--- config.mk ---
export PLATFORM = sky130hd
export DESIGN_NAME = sgdma_channel
export DESIGN_NICKNAME = d
export VERILOG_FILES = /design/src/rtl/sgdma_pkg.sv /design/src/rtl/sgdma_burst.sv /design/src/rtl/sgdma_fetch.sv /design/src/rtl/sgdma_irq.sv /design/src/rtl/sgdma_channel.sv
export SDC_FILE = /design/constraint.sdc
export NUM_CORES = 1
export LEC_CHECK = 0
export ABC_CLOCK_PERIOD_IN_PS = 5400
export BUFFER_PORTS_ARGS = -buffer_cell sky130_fd_sc_hd__buf_2
export CORE_ASPECT_RATIO = 0.7
export CORE_MARGIN = 5
export CORE_UTILIZATION = 35
export DETAILED_ROUTE_END_ITERATION = 8
export PLACE_DENSITY = 0.63
export SLEW_MARGIN = 20
export SYNTH_ARGS = -nofsm -noshare
export SYNTH_HDL_FRONTEND = slang
export SYNTH_HIERARCHICAL = 1
export SYNTH_SLANG_ARGS = --single-unit
--- constraint.sdc ---
create_clock -name clk -period 5.4 [get_ports clk]
set_input_delay 0.54 -clock clk [delete_from_list [all_inputs] [get_ports clk]]
set_output_delay 0.54 -clock clk [all_outputs]
set_load 0.005 [all_outputs]
--- src/rtl/sgdma_pkg.sv ---
package sgdma_pkg;

  // register index map
  localparam int REG_MODE = 0;
  localparam int REG_PCI  = 1;
  localparam int REG_LOC  = 2;
  localparam int REG_CNT  = 3;
  localparam int REG_PTR  = 4;
  localparam int REG_CSR  = 5;

  // mode word bits
  localparam int MODE_CHAIN    = 9;
  localparam int MODE_DONE_IE  = 10;
  localparam int MODE_HOLD_LOC = 11;
  localparam int MODE_CLR_CNT  = 16;
  localparam int MODE_IRQ_PCI  = 17;

  // link word bits
  localparam int LNK_SIDE_PCI = 0;
  localparam int LNK_LAST     = 1;
  localparam int LNK_TC_IRQ   = 2;
  localparam int LNK_TO_PCI   = 3;

  // status byte bits
  localparam int CSR_EN      = 0;
  localparam int CSR_GO      = 1;
  localparam int CSR_STOP    = 2;
  localparam int CSR_IRQ_CLR = 3;
  localparam int CSR_DONE    = 4;

  // descriptor layout
  localparam int DESC_WORDS   = 4;
  localparam int DESC_CNT_IDX = 2;

  typedef enum logic [2:0] {
    ST_IDLE,
    ST_FETCH,
    ST_MOVE,
    ST_SEGEND,
    ST_CLEAR
  } chan_state_e;

endpackage

--- src/rtl/sgdma_burst.sv ---
module sgdma_burst #(
  parameter int ADDR_W    = 32,
  parameter int CNT_W     = 23,
  parameter int MAX_BURST = 32,
  parameter int LEN_W     = $clog2(MAX_BURST + 1)
) (
  input  logic [CNT_W-1:0]  remain,
  input  logic [ADDR_W-1:0] pci_cur,
  input  logic [ADDR_W-1:0] loc_cur,
  input  logic              hold_loc,
  output logic [LEN_W-1:0]  len,
  output logic [ADDR_W-1:0] pci_nxt,
  output logic [ADDR_W-1:0] loc_nxt,
  output logic [CNT_W-1:0]  remain_nxt,
  output logic              last
);

  // bytes moved by the next burst
  function automatic logic [LEN_W-1:0] burst_size(input logic [CNT_W-1:0] r);
    if (r >= CNT_W'(MAX_BURST)) return LEN_W'(MAX_BURST);
    return LEN_W'(r);
  endfunction

  // address after a burst of n bytes
  function automatic logic [ADDR_W-1:0] step_addr(input logic [ADDR_W-1:0] a,
                                                  input logic [LEN_W-1:0] n);
    return a + ADDR_W'(n);
  endfunction

  always_comb begin
    len        = burst_size(remain);
    pci_nxt    = step_addr(pci_cur, len);
    loc_nxt    = hold_loc ? loc_cur : step_addr(loc_cur, len);
    remain_nxt = remain - CNT_W'(len);
    last       = (remain_nxt == '0);
  end

endmodule

--- src/rtl/sgdma_fetch.sv ---
module sgdma_fetch #(
  parameter int ADDR_W  = 32,
  parameter int WORDS   = 4,
  parameter int CLR_IDX = 2,
  parameter int IDX_W   = $clog2(WORDS)
) (
  input  logic              clk,
  input  logic              rst_n,
  input  logic              load_base,
  input  logic [ADDR_W-5:0] base_hi,
  input  logic              base_pci,
  input  logic              fetching,
  input  logic              clearing,
  input  logic              ack,
  output logic [ADDR_W-1:0] addr,
  output logic              space_pci,
  output logic [IDX_W-1:0]  word_idx,
  output logic              last_word
);

  logic [ADDR_W-5:0] base_q;
  logic              side_q;
  logic [IDX_W-1:0]  idx_q;

  // byte address of word i of the descriptor at 16-byte slot b
  function automatic logic [ADDR_W-1:0] word_addr(input logic [ADDR_W-5:0] b,
                                                  input logic [IDX_W-1:0] i);
    return {b, 4'b0000} + (ADDR_W'(i) << 2);
  endfunction

  always_ff @(posedge clk or negedge rst_n) begin
    if (!rst_n) begin
      base_q <= '0;
      side_q <= 1'b0;
    end else if (load_base) begin
      base_q <= base_hi;
      side_q <= base_pci;
    end
  end

  always_ff @(posedge clk or negedge rst_n) begin
    if (!rst_n)        idx_q <= '0;
    else if (!fetching) idx_q <= '0;
    else if (ack)      idx_q <= idx_q + 1'b1;
  end

  always_comb begin
    addr      = word_addr(base_q, clearing ? IDX_W'(CLR_IDX) : idx_q);
    space_pci = side_q;
    word_idx  = idx_q;
    last_word = (idx_q == IDX_W'(WORDS - 1));
  end

endmodule

--- src/rtl/sgdma_irq.sv ---
module sgdma_irq (
  input  logic clk,
  input  logic rst_n,
  input  logic set_evt,
  input  logic clr_evt,
  input  logic route_pci,
  output logic irq_pci,
  output logic irq_local
);

  logic flag_q;

  always_ff @(posedge clk or negedge rst_n) begin
    if (!rst_n)       flag_q <= 1'b0;
    else if (set_evt) flag_q <= 1'b1;
    else if (clr_evt) flag_q <= 1'b0;
  end

  assign irq_pci   = flag_q &  route_pci;
  assign irq_local = flag_q & ~route_pci;


  irq_clear_chk: assert property (@(posedge clk) disable iff (!rst_n)
    (clr_evt && !set_evt) |=> (!irq_pci && !irq_local));


  irq_set_chk: assert property (@(posedge clk) disable iff (!rst_n)
    set_evt |=> (irq_pci || irq_local));

endmodule

--- src/rtl/sgdma_channel.sv ---
module sgdma_channel
  import sgdma_pkg::*;
#(
  parameter int ADDR_W    = 32,
  parameter int CNT_W     = 23,
  parameter int MAX_BURST = 32
) (
  input  logic                             clk,
  input  logic                             rst_n,
  input  logic                             reg_wr,
  input  logic [2:0]                       reg_sel,
  input  logic [31:0]                      reg_wdata,
  output logic [31:0]                      reg_rdata,
  output logic                             desc_req,
  output logic                             desc_we,
  output logic                             desc_space,
  output logic [ADDR_W-1:0]                desc_addr,
  input  logic [31:0]                      desc_rdata,
  input  logic                             desc_ack,
  output logic                             xfer_req,
  output logic                             xfer_to_pci,
  output logic [ADDR_W-1:0]                xfer_pci_addr,
  output logic [ADDR_W-1:0]                xfer_loc_addr,
  output logic [$clog2(MAX_BURST+1)-1:0]   xfer_len,
  input  logic                             xfer_ack,
  output logic                             irq_pci,
  output logic                             irq_local
);

  localparam int LEN_W = $clog2(MAX_BURST + 1);
  localparam int IDX_W = $clog2(DESC_WORDS);

  chan_state_e       st_q, st_d;
  logic [31:0]       mode_q;
  logic [ADDR_W-1:0] pci_q, loc_q, ptr_q;
  logic [CNT_W-1:0]  cnt_q;
  logic              en_q, abort_q;

  // named internal events
  logic idle, csr_wr, start_acc, abort_req, irq_clr;
  logic chain_on, chain_end, fetch_act, clear_act;
  logic word_hs, move_hs, clear_hs, seg_ok, want_clear;
  logic tc_evt, fin_evt, next_evt, load_base, irq_set;

  // burst arithmetic
  logic [LEN_W-1:0]  b_len;
  logic [ADDR_W-1:0] b_pci, b_loc;
  logic [CNT_W-1:0]  b_cnt;
  logic              b_last;

  // fetch unit
  logic [IDX_W-1:0]  f_idx;
  logic              f_last;

  always_comb begin
    idle       = (st_q == ST_IDLE);
    csr_wr     = reg_wr && (reg_sel == 3'(REG_CSR));
    start_acc  = csr_wr && reg_wdata[CSR_GO] && reg_wdata[CSR_EN] && idle;
    abort_req  = csr_wr && reg_wdata[CSR_STOP] && !idle;
    irq_clr    = csr_wr && reg_wdata[CSR_IRQ_CLR];
    chain_on   = mode_q[MODE_CHAIN];
    chain_end  = !chain_on || ptr_q[LNK_LAST];
    fetch_act  = (st_q == ST_FETCH);
    clear_act  = (st_q == ST_CLEAR);
    word_hs    = fetch_act && desc_ack;
    move_hs    = (st_q == ST_MOVE) && xfer_ack;
    clear_hs   = clear_act && desc_ack;
    seg_ok     = (st_q == ST_SEGEND) && !abort_q;
    want_clear = chain_on && mode_q[MODE_CLR_CNT];
    tc_evt     = seg_ok && chain_on && ptr_q[LNK_TC_IRQ];
    fin_evt    = (seg_ok && !want_clear && chain_end) ||
                 (clear_hs && !abort_q && chain_end);
    next_evt   = (seg_ok && !want_clear && !chain_end) ||
                 (clear_hs && !abort_q && !chain_end);
    load_base  = (start_acc && chain_on) || next_evt;
    irq_set    = tc_evt || (fin_evt && mode_q[MODE_DONE_IE]);
  end

  sgdma_burst #(
    .ADDR_W(ADDR_W), .CNT_W(CNT_W), .MAX_BURST(MAX_BURST), .LEN_W(LEN_W)
  ) u_burst (
    .remain    (cnt_q),
    .pci_cur   (pci_q),
    .loc_cur   (loc_q),
    .hold_loc  (mode_q[MODE_HOLD_LOC]),
    .len       (b_len),
    .pci_nxt   (b_pci),
    .loc_nxt   (b_loc),
    .remain_nxt(b_cnt),
    .last      (b_last)
  );

  sgdma_fetch #(
    .ADDR_W(ADDR_W), .WORDS(DESC_WORDS), .CLR_IDX(DESC_CNT_IDX), .IDX_W(IDX_W)
  ) u_fetch (
    .clk      (clk),
    .rst_n    (rst_n),
    .load_base(load_base),
    .base_hi  (ptr_q[ADDR_W-1:4]),
    .base_pci (ptr_q[LNK_SIDE_PCI]),
    .fetching (fetch_act),
    .clearing (clear_act),
    .ack      (desc_ack),
    .addr     (desc_addr),
    .space_pci(desc_space),
    .word_idx (f_idx),
    .last_word(f_last)
  );

  sgdma_irq u_irq (
    .clk      (clk),
    .rst_n    (rst_n),
    .set_evt  (irq_set),
    .clr_evt  (irq_clr),
    .route_pci(mode_q[MODE_IRQ_PCI]),
    .irq_pci  (irq_pci),
    .irq_local(irq_local)
  );

  // sequencer
  always_comb begin
    st_d = st_q;
    unique case (st_q)
      ST_IDLE:
        if (start_acc) begin
          if (chain_on)           st_d = ST_FETCH;
          else if (cnt_q == '0)   st_d = ST_SEGEND;
          else                    st_d = ST_MOVE;
        end
      ST_FETCH:
        if (word_hs) begin
          if (abort_q)            st_d = ST_IDLE;
          else if (f_last)        st_d = (cnt_q == '0) ? ST_SEGEND : ST_MOVE;
        end
      ST_MOVE:
        if (move_hs) begin
          if (abort_q)            st_d = ST_IDLE;
          else if (b_last)        st_d = ST_SEGEND;
        end
      ST_SEGEND:
        if (abort_q)              st_d = ST_IDLE;
        else if (want_clear)      st_d = ST_CLEAR;
        else if (!chain_end)      st_d = ST_FETCH;
        else                      st_d = ST_IDLE;
      ST_CLEAR:
        if (clear_hs) begin
          if (abort_q || chain_end) st_d = ST_IDLE;
          else                      st_d = ST_FETCH;
        end
      default:                    st_d = ST_IDLE;
    endcase
  end

  always_ff @(posedge clk or negedge rst_n) begin
    if (!rst_n) begin
      st_q    <= ST_IDLE;
      abort_q <= 1'b0;
      en_q    <= 1'b0;
    end else begin
      st_q    <= st_d;
      abort_q <= idle ? 1'b0 : (abort_q | abort_req);
      if (csr_wr) en_q <= reg_wdata[CSR_EN];
    end
  end

  // working registers: software writes when idle, descriptor loads, burst updates
  always_ff @(posedge clk or negedge rst_n) begin
    if (!rst_n) begin
      mode_q <= '0;
      pci_q  <= '0;
      loc_q  <= '0;
      cnt_q  <= '0;
      ptr_q  <= '0;
    end else if (reg_wr && idle) begin
      case (reg_sel)
        3'(REG_MODE): mode_q <= reg_wdata;
        3'(REG_PCI):  pci_q  <= reg_wdata[ADDR_W-1:0];
        3'(REG_LOC):  loc_q  <= reg_wdata[ADDR_W-1:0];
        3'(REG_CNT):  cnt_q  <= reg_wdata[CNT_W-1:0];
        3'(REG_PTR):  ptr_q  <= reg_wdata[ADDR_W-1:0];
        default: ;
      endcase
    end else if (word_hs) begin
      case (f_idx)
        IDX_W'(0): pci_q <= desc_rdata[ADDR_W-1:0];
        IDX_W'(1): loc_q <= desc_rdata[ADDR_W-1:0];
        IDX_W'(2): cnt_q <= desc_rdata[CNT_W-1:0];
        default:   ptr_q <= desc_rdata[ADDR_W-1:0];
      endcase
    end else if (move_hs) begin
      pci_q <= b_pci;
      loc_q <= b_loc;
      cnt_q <= b_cnt;
    end
  end

  // outputs
  always_comb begin
    desc_req      = fetch_act || clear_act;
    desc_we       = clear_act;
    xfer_req      = (st_q == ST_MOVE);
    xfer_to_pci   = ptr_q[LNK_TO_PCI];
    xfer_pci_addr = pci_q;
    xfer_loc_addr = loc_q;
    xfer_len      = b_len;
    case (reg_sel)
      3'(REG_MODE): reg_rdata = mode_q;
      3'(REG_PCI):  reg_rdata = 32'(pci_q);
      3'(REG_LOC):  reg_rdata = 32'(loc_q);
      3'(REG_CNT):  reg_rdata = 32'(cnt_q);
      3'(REG_PTR):  reg_rdata = 32'(ptr_q);
      3'(REG_CSR):  reg_rdata = 32'({idle, 3'b000, en_q});
      default:      reg_rdata = '0;
    endcase
  end


  xfer_hold_chk: assert property (@(posedge clk) disable iff (!rst_n)
    (xfer_req && !xfer_ack) |=> (xfer_req && $stable(xfer_pci_addr) &&
                                 $stable(xfer_loc_addr) && $stable(xfer_len)));


  burst_len_chk: assert property (@(posedge clk) disable iff (!rst_n)
    xfer_req |-> (xfer_len != '0 && int'(xfer_len) <= MAX_BURST));


  hold_loc_chk: assert property (@(posedge clk) disable iff (!rst_n)
    (xfer_req && xfer_ack && mode_q[MODE_HOLD_LOC]) |=> $stable(xfer_loc_addr));


  desc_hold_chk: assert property (@(posedge clk) disable iff (!rst_n)
    (desc_req && !desc_ack) |=> (desc_req && $stable(desc_addr) && $stable(desc_space)));


  clear_word_chk: assert property (@(posedge clk) disable iff (!rst_n)
    (desc_req && desc_we) |-> (desc_addr[3:0] == 4'h8));


  abort_bound_chk: assert property (@(posedge clk) disable iff (!rst_n)
    (abort_q && !xfer_req && !desc_req && !idle) |=> idle);


  start_gate_chk: assert property (@(posedge clk) disable iff (!rst_n)
    (csr_wr && reg_wdata[CSR_GO] && !reg_wdata[CSR_EN] && idle) |=>
      (idle && !xfer_req && !desc_req));

endmodule

---- Yosys cells after proc, flatten, opt, wreduce, memory -nomap -nowiden ----
Index checks and enable logic that the tools add are counted.
word-level totals
  bits in registers ....................... 188
  input bits .............................. 72
  output and inout port bits .............. 141
  logic and storage cells ................. 145
cells by class
  add/subtract/negate cells ............... 5
  magnitude comparators ................... 1
  equality and inequality tests ........... 28
  mux-type cells .......................... 45
  bitwise operators ....................... 4
  reductions and logical operators ........ 50
operators by type and width
  cell                                                                    number
  32-bit 2-to-1 mux                                                       15
  32-bit case mux with 6 select lines                                     1
  23-bit 2-to-1 mux                                                       5
  32-bit by 6-bit adder with 32-bit output                                2
  23-bit zero test                                                        2
  32-bit by 4-bit adder with 32-bit output                                1
  3-bit 2-to-1 mux                                                        10
  23-bit by 6-bit >= comparator with 1-bit output, second input constant  1
  1-bit logical AND                                                       23
  23-bit by 6-bit subtractor with 23-bit output                           1
  2-bit by 1-bit != test with 1-bit output, second input constant         9
  3-bit by 1-bit != test with 1-bit output, second input constant         5
  3-bit case mux with 5 select lines                                      1
  3-bit by 2-bit equality test with 1-bit output, second input constant   4
  6-bit 2-to-1 mux                                                        2
  3-bit equality test, second input constant                              3
  3-bit AND reduction                                                     3
  2-bit 2-to-1 mux                                                        4
  1-bit logical OR                                                        7
  1-bit 2-to-1 mux                                                        7
  3-bit by 1-bit equality test with 1-bit output, second input constant   2
  3-bit zero test                                                         2
  6-bit AND reduction                                                     1
  1-bit zero test                                                         5
  14 further kinds                                                        17

---- Logic depth before layout (Yosys ltp) ----
  depth after elaboration ................. 9
  depth in mapped cells ................... 19
  mapped depth without buffers ............ 17

---- Hierarchy ----
Netlist, hierarchy kept.
modules (own cells, without submodules)
  module         instances  cells an instance  area each (sq um)  sequential area each (sq um)
  sgdma_channel  1          923                9080.0             3903.7
  sgdma_burst    1          307                2043.2             0.0
  sgdma_fetch    1          73                 1242.4             775.7
  sgdma_irq      1          5                  52.6               25.0

---- Least setup slack after synthesis ----
OpenSTA, ideal clock, no wires.
  kind .................................... reg-to-reg
  from .................................... register cnt_q[17]
  to ...................................... register st_q[0]
  setup time .............................. 123 ps
  data arrival time ....................... 4122 ps
  data required time ...................... 5277 ps
  slack ................................... 1156 ps
  cell stages (with the launch flop) ...... 20
  path buffers ............................ 2
  clock period less this slack ............ 4244 ps
  cell sequence ........................... dfrtp_1 buf_2 or4_1 or3_1 nor2_4 inv_2 nand2_1 ha_1 clkbuf_1 o31a_1 a31oi_1 nand3_1 xnor2_1 nor4b_1 and4_1 nor3b_1 o21ai_0 o311ai_0 a311o_1 o221a_2
between the ends
  longest elaborated chain between the ends .. 7
  elaborated cells on any way between the ends .. 15
RTL lines
  element                                                    line                  text
  start, declared                                            sgdma_channel.sv:36   logic [CNT_W-1:0] cnt_q;
  start signal, assigned                                     sgdma_channel.sv:179  3'(REG_CNT): cnt_q <= reg_wdata[CNT_W-1:0];
  start signal, assigned                                     sgdma_channel.sv:187  IDX_W'(2): cnt_q <= desc_rdata[CNT_W-1:0];
  start signal, assigned                                     sgdma_channel.sv:193  cnt_q <= b_cnt;
  23-bit by 6-bit >= comparator with 1-bit output            sgdma_burst.sv:20     if (r >= CNT_W'(MAX_BURST)) return LEN_W'(MAX_BURST);
  1-bit 2-to-1 mux                                           sgdma_burst.sv:20
  6-bit 2-to-1 mux                                           sgdma_burst.sv:21     return LEN_W'(r);
  via xfer_len[5]                                            sgdma_channel.sv:24   output logic [$clog2(MAX_BURST+1)-1:0] xfer_len,
  23-bit by 6-bit subtractor with 23-bit output              sgdma_burst.sv:34     remain_nxt = remain - CNT_W'(len);
  via b_cnt[14]                                              sgdma_channel.sv:48   logic [CNT_W-1:0] b_cnt;
  23-bit zero test                                           sgdma_burst.sv:35     last = (remain_nxt == '0);
  via b_last                                                 sgdma_channel.sv:49   logic b_last;
  3-bit by 1-bit != test with 1-bit output (no source line)  --
  6-bit AND reduction (no source line)                       --
  end signal, assigned                                       sgdma_channel.sv:160  st_q <= st_d;
  end, declared                                              sgdma_channel.sv:33   chan_state_e st_q, st_d;
The timed path passes the listed nets, and every way through them passes these cells. The select of a mux whose other input is x is not followed.
A chain may end at the register's enable or synchronous reset.

---- Final worst setup path ----
  from .................................... register cnt_q[16]
  to ...................................... register pci_q[28], in the netlist xfer_pci_addr[28]
between the ends
  longest elaborated chain between the ends .. 7
RTL lines
  element                                          line                  text
  23-bit by 6-bit >= comparator with 1-bit output  sgdma_burst.sv:20
  1-bit 2-to-1 mux                                 sgdma_burst.sv:20
  6-bit 2-to-1 mux                                 sgdma_burst.sv:21
  32-bit by 6-bit adder with 32-bit output         sgdma_burst.sv:27     return a + ADDR_W'(n);
  via b_pci[28]                                    sgdma_channel.sv:47   logic [ADDR_W-1:0] b_pci, b_loc;
  32-bit 2-to-1 mux                                sgdma_channel.sv:190  end else if (move_hs) begin
  32-bit 2-to-1 mux                                sgdma_channel.sv:183  end else if (word_hs) begin
  32-bit 2-to-1 mux                                sgdma_channel.sv:174  end else if (reg_wr && idle) begin
  end signal, assigned                             sgdma_channel.sv:177  3'(REG_PCI): pci_q <= reg_wdata[ADDR_W-1:0];
  end signal, assigned                             sgdma_channel.sv:185  IDX_W'(0): pci_q <= desc_rdata[ADDR_W-1:0];
  end signal, assigned                             sgdma_channel.sv:191  pci_q <= b_pci;
  end, declared                                    sgdma_channel.sv:35   logic [ADDR_W-1:0] pci_q, loc_q, ptr_q;
The timed path passes the listed nets, and every way through them passes these cells. The select of a mux whose other input is x is not followed.

==> results.ini <==
[detailed_routing]
wl_per_cell_um=24.1
drt-total-wl_um=47500
first_pass_iters=5
drt_iter0_markers=1128
ant_nets=0
via_per_inst=5.67
remaining_drc_errors=0
vias=11193

[timing]
tns_ns=0
hold_viol=0
drv_slew=0
fin_crit_ns=4.99
setup_violations=0
max_freq_mhz=201
finalCritPeriodShare_pct=92.3
tightestPinTransition_ns=1.07
finClkSkew_ns=0.0117
rsz0062_at_grt=false
slew_headroom_pct=28.4

[die]
core_area_sq_um=34900
fp.dieW_um=235
ios=213
die-height_um=168
rows=57
start_util_pct=35.6
dieArea_sq_um=39400

[cts]
cts_tree=yes
htreeDepth=4
holdBufCountCts=0
clk_pin_slew_ns=0.08
cts_resized=0
clock_path_buffers=2
cts_sinks=188
post_cts_buffers=0
tritoncts.num_buffers=17
clk_latency_ns=0.46
clockRootBuffer=clkbuf_16

[global_route]
grt_remaining_overflow=0
first_global_vias=10707
antenna_found_initial=3
grt_max_degree=136
grt.total_usage_pct=23.3
grt_pass1_wl_um=70600

[worst_setup_path]
startpoint_type=register
cp.arrival_ns=5.39
path_common_cell=o21ai_0
r2r_cells=17
cpMaxStageDelayCell=or4_1
path_delay_family=simple AND/OR/NAND/NOR gates
reg2reg_to=xfer_pci_addr[28]$_DFFE_PN0P_
r2r_start=cnt_q[16]$_DFFE_PN0P_
crit_required_ns=5.80
critPathKind=register to register
setup.worst_path.end_class=register
r2r_slack_ns=0.41
path_cells=or4_1 > nor3_1 > and3_1 > ha_1 > inv_1 > fa_1 > nor2b_1 > o21ai_0 > a21boi_1 > o21ai_0 > a2111oi_1 > buf_4 > nand3_1 > xnor2_1 > nand2_1 > a211oi_1 > a21o_1
worstPathMaxFanout=10
critical_path_buf_inv_count=2
slowest_delay_ns=0.65

[final_layout]
layout-drive-gt1-share_pct=28.1
layout.nets=1575
nFillCells=3413
fin_util_pct=41.9
synthToLayoutAreaGrowth_pct=17.7

[run_status]
outcome=complete, no violations

[synth]
syn_inst=1308
async_flop_share_pct=100
synth_xor_xnor_area_share_pct=5.28
synth-seq-cells=188
synth_seq_area_share_pct=37.9
synth_fa_ha_area_share_pct=1.73
synth_area_sq_um=12400
muxShareOfSynthArea_pct=19.4
yosys.area_share.simple_pct=16.0
yosysWarnings=6
ys.flop_type=dfrtp_1
synth_compound_area_share_pct=15.7
synth_top_family_by_area=multiplexers
ys_types=81
synth_edf_count=0
avgSynthCellArea_sq_um=9.49

[place]
dp_hpwl_um=34500
io_buffers=210
gp_congestion=0.942

[power_and_ir_drop]
power_mw=8.62
p_leak_nw=6.89
cellPowerDensity_nw_per_um2=590
peakVddDrop_mv=0.240

[flow_run]
cap_violations=0

[hold_path]
min_path_type=input pin to asynchronous set/reset pin

worst reg2reg max path, cell delays in order, from the launching register on:
cell	delay (ns)
dfrtp_1	0.52
or4_1	0.65
nor3_1	0.59
and3_1	0.33
ha_1	0.24
inv_1	0.08
fa_1	0.43
nor2b_1	0.13
o21ai_0	0.12
a21boi_1	0.20
o21ai_0	0.17
a2111oi_1	0.50
buf_4	0.26
nand3_1	0.11
xnor2_1	0.17
nand2_1	0.07
a211oi_1	0.28
a21o_1	0.11
per-layer routing:
metal	track usage [%]	routed length, um
met5	0	7
met4	4.44	631
met3	8.06	4830
met2	32.2	19400
met1	35.2	22700
cells in the final DEF (no fill, tap or decap), types with 14 or more instances in the layout:
| cell type | netlist | routed |
|---|---|---|
| nor2_1 | 144 | 144 |
| o22ai_1 | 17 | 17 |
| o31ai_1 | 24 | 24 |
| xnor2_1 | 50 | 50 |
| buf_4 | 15 | 19 |
| buf_2 | 20 | 209 |
| mux2i_1 | 75 | 75 |
| inv_1 | 18 | 18 |
| mux2_4 | 60 | 60 |
| xor2_1 | 23 | 23 |
| a21oi_1 | 127 | 127 |
| and3_1 | 17 | 17 |
| a21o_1 | 38 | 38 |
| clkbuf_16 | 0 | 17 |
| mux2_2 | 60 | 60 |
| nand2_1 | 138 | 138 |
| dfrtp_1 | 188 | 188 |
| o21ai_0 | 57 | 57 |
| nor3_1 | 16 | 16 |
| ha_1 | 14 | 14 |
| nand3_1 | 16 | 16 |
through the flow:
step / worst slack [ns] / area, sq um / hold WS, ns / instances
global placement: 0.548 / 13900 / 0.469 / 1937
detailed placement: 0.511 / 13900 / 0.479 / 1939
floorplan: 1.16 / 12400 / 0.244 / 1309
finish: 0.414 / 14600 / 0.0529 / 1974
CTS: 0.485 / 14600 / 0.0482 / 1971
global route: 0.0441 / 14600 / 0.0713 / 1974
sequential cells by signal, indices dropped and copies added, names as in the netlist, 2 cells and up:
register,count
xfer_loc_addr,32
u_fetch/base_q,28
u_fetch/word_idx,2
ptr_q,32
xfer_pci_addr,32
st_q,3
cnt_q,23
mode_q,32
cell type report:
| type | count | area [sq um] | area share [%] |
|---|---|---|---|
| antenna | 2 | 5.00 | 0.0343 |
| inverter | 20 | 75.1 | 0.514 |
| clock inverter | 12 | 185 | 1.27 |
| sequential | 188 | 4700 | 32.2 |
| tap | 472 | 591 | 4.04 |
| multi-input combinational | 1024 | 7260 | 49.7 |
| timing repair buffer | 236 | 1340 | 9.17 |
| clock buffer | 20 | 447 | 3.06 |
worst max-delay path by stage:
| stage | start | slack [ns] | endpoint | cells after the start |
|---|---|---|---|---|
| after floorplan | cnt_q[17]$_DFFE_PN0P_ | 1.16 | st_q[0]$_DFFE_PN0P_ | 19 |
| after global placement | cnt_q[16]$_DFFE_PN0P_ | 0.55 | xfer_pci_addr[30]$_DFFE_PN0P_ | 17 |
| after detailed placement | cnt_q[16]$_DFFE_PN0P_ | 0.51 | xfer_pci_addr[28]$_DFFE_PN0P_ | 17 |
| after CTS | cnt_q[16]$_DFFE_PN0P_ | 0.49 | xfer_pci_addr[28]$_DFFE_PN0P_ | 17 |
| after global routing | cnt_q[16]$_DFFE_PN0P_ | 0.04 | st_q[0]$_DFFE_PN0P_ | 17 |
| final | cnt_q[16]$_DFFE_PN0P_ | 0.41 | xfer_pci_addr[28]$_DFFE_PN0P_ | 17 |
logic make-up (layout without fill, tap and decap cells):
kind of cell | count (synthesis) | after routing
other | 2 | 5
flip-flops | 188 | 188
multiplexers | 199 | 199
AO/OA/AOI/OAI | 315 | 315
buffers and inverters | 97 | 288
adder cells (fa/ha/maj) | 16 | 16
XOR/XNOR | 74 | 74
AND/OR/NAND/NOR | 417 | 417
power breakdown:
part,switching [mW],leakage [nW],internal (mW)
logic,2.14,4.27,2.06
clock network,0.610,0.299,0.794
registers,0.957,2.33,2.06
cell usage after synthesis, types with 4 or more instances:
library cell | instances | area share [%]
a211oi_1 | 10 | 0.60
xnor2_1 | 50 | 3.5
and3_1 | 17 | 0.86
or4_1 | 4 | 0.24
or2_2 | 4 | 0.20
nor4_1 | 9 | 0.45
ha_1 | 14 | 1.4
o31ai_1 | 24 | 1.5
o21ai_0 | 57 | 2.3
nor3_1 | 16 | 0.64
a22oi_1 | 6 | 0.36
buf_4 | 15 | 0.91
o21ai_1 | 6 | 0.24
mux2_2 | 60 | 5.4
and2_1 | 7 | 0.35
nor2b_1 | 10 | 0.50
buf_6 | 7 | 0.63
mux2_4 | 60 | 7.3
nand3_1 | 16 | 0.64
nor2_1 | 144 | 4.4
xor2_1 | 23 | 1.6
nor3b_1 | 4 | 0.24
nand2b_1 | 6 | 0.30
clkbuf_1 | 32 | 0.97
o22ai_1 | 17 | 0.86
nand2_1 | 138 | 4.2
mux2i_1 | 75 | 6.0
a21oi_1 | 127 | 5.1
inv_1 | 18 | 0.54
nand4_1 | 10 | 0.50
dfrtp_1 | 188 | 38
buf_2 | 20 | 0.81
or3_1 | 5 | 0.25
a21o_1 | 38 | 2.3
No activity file was read; power rests on OpenSTA's default activity.
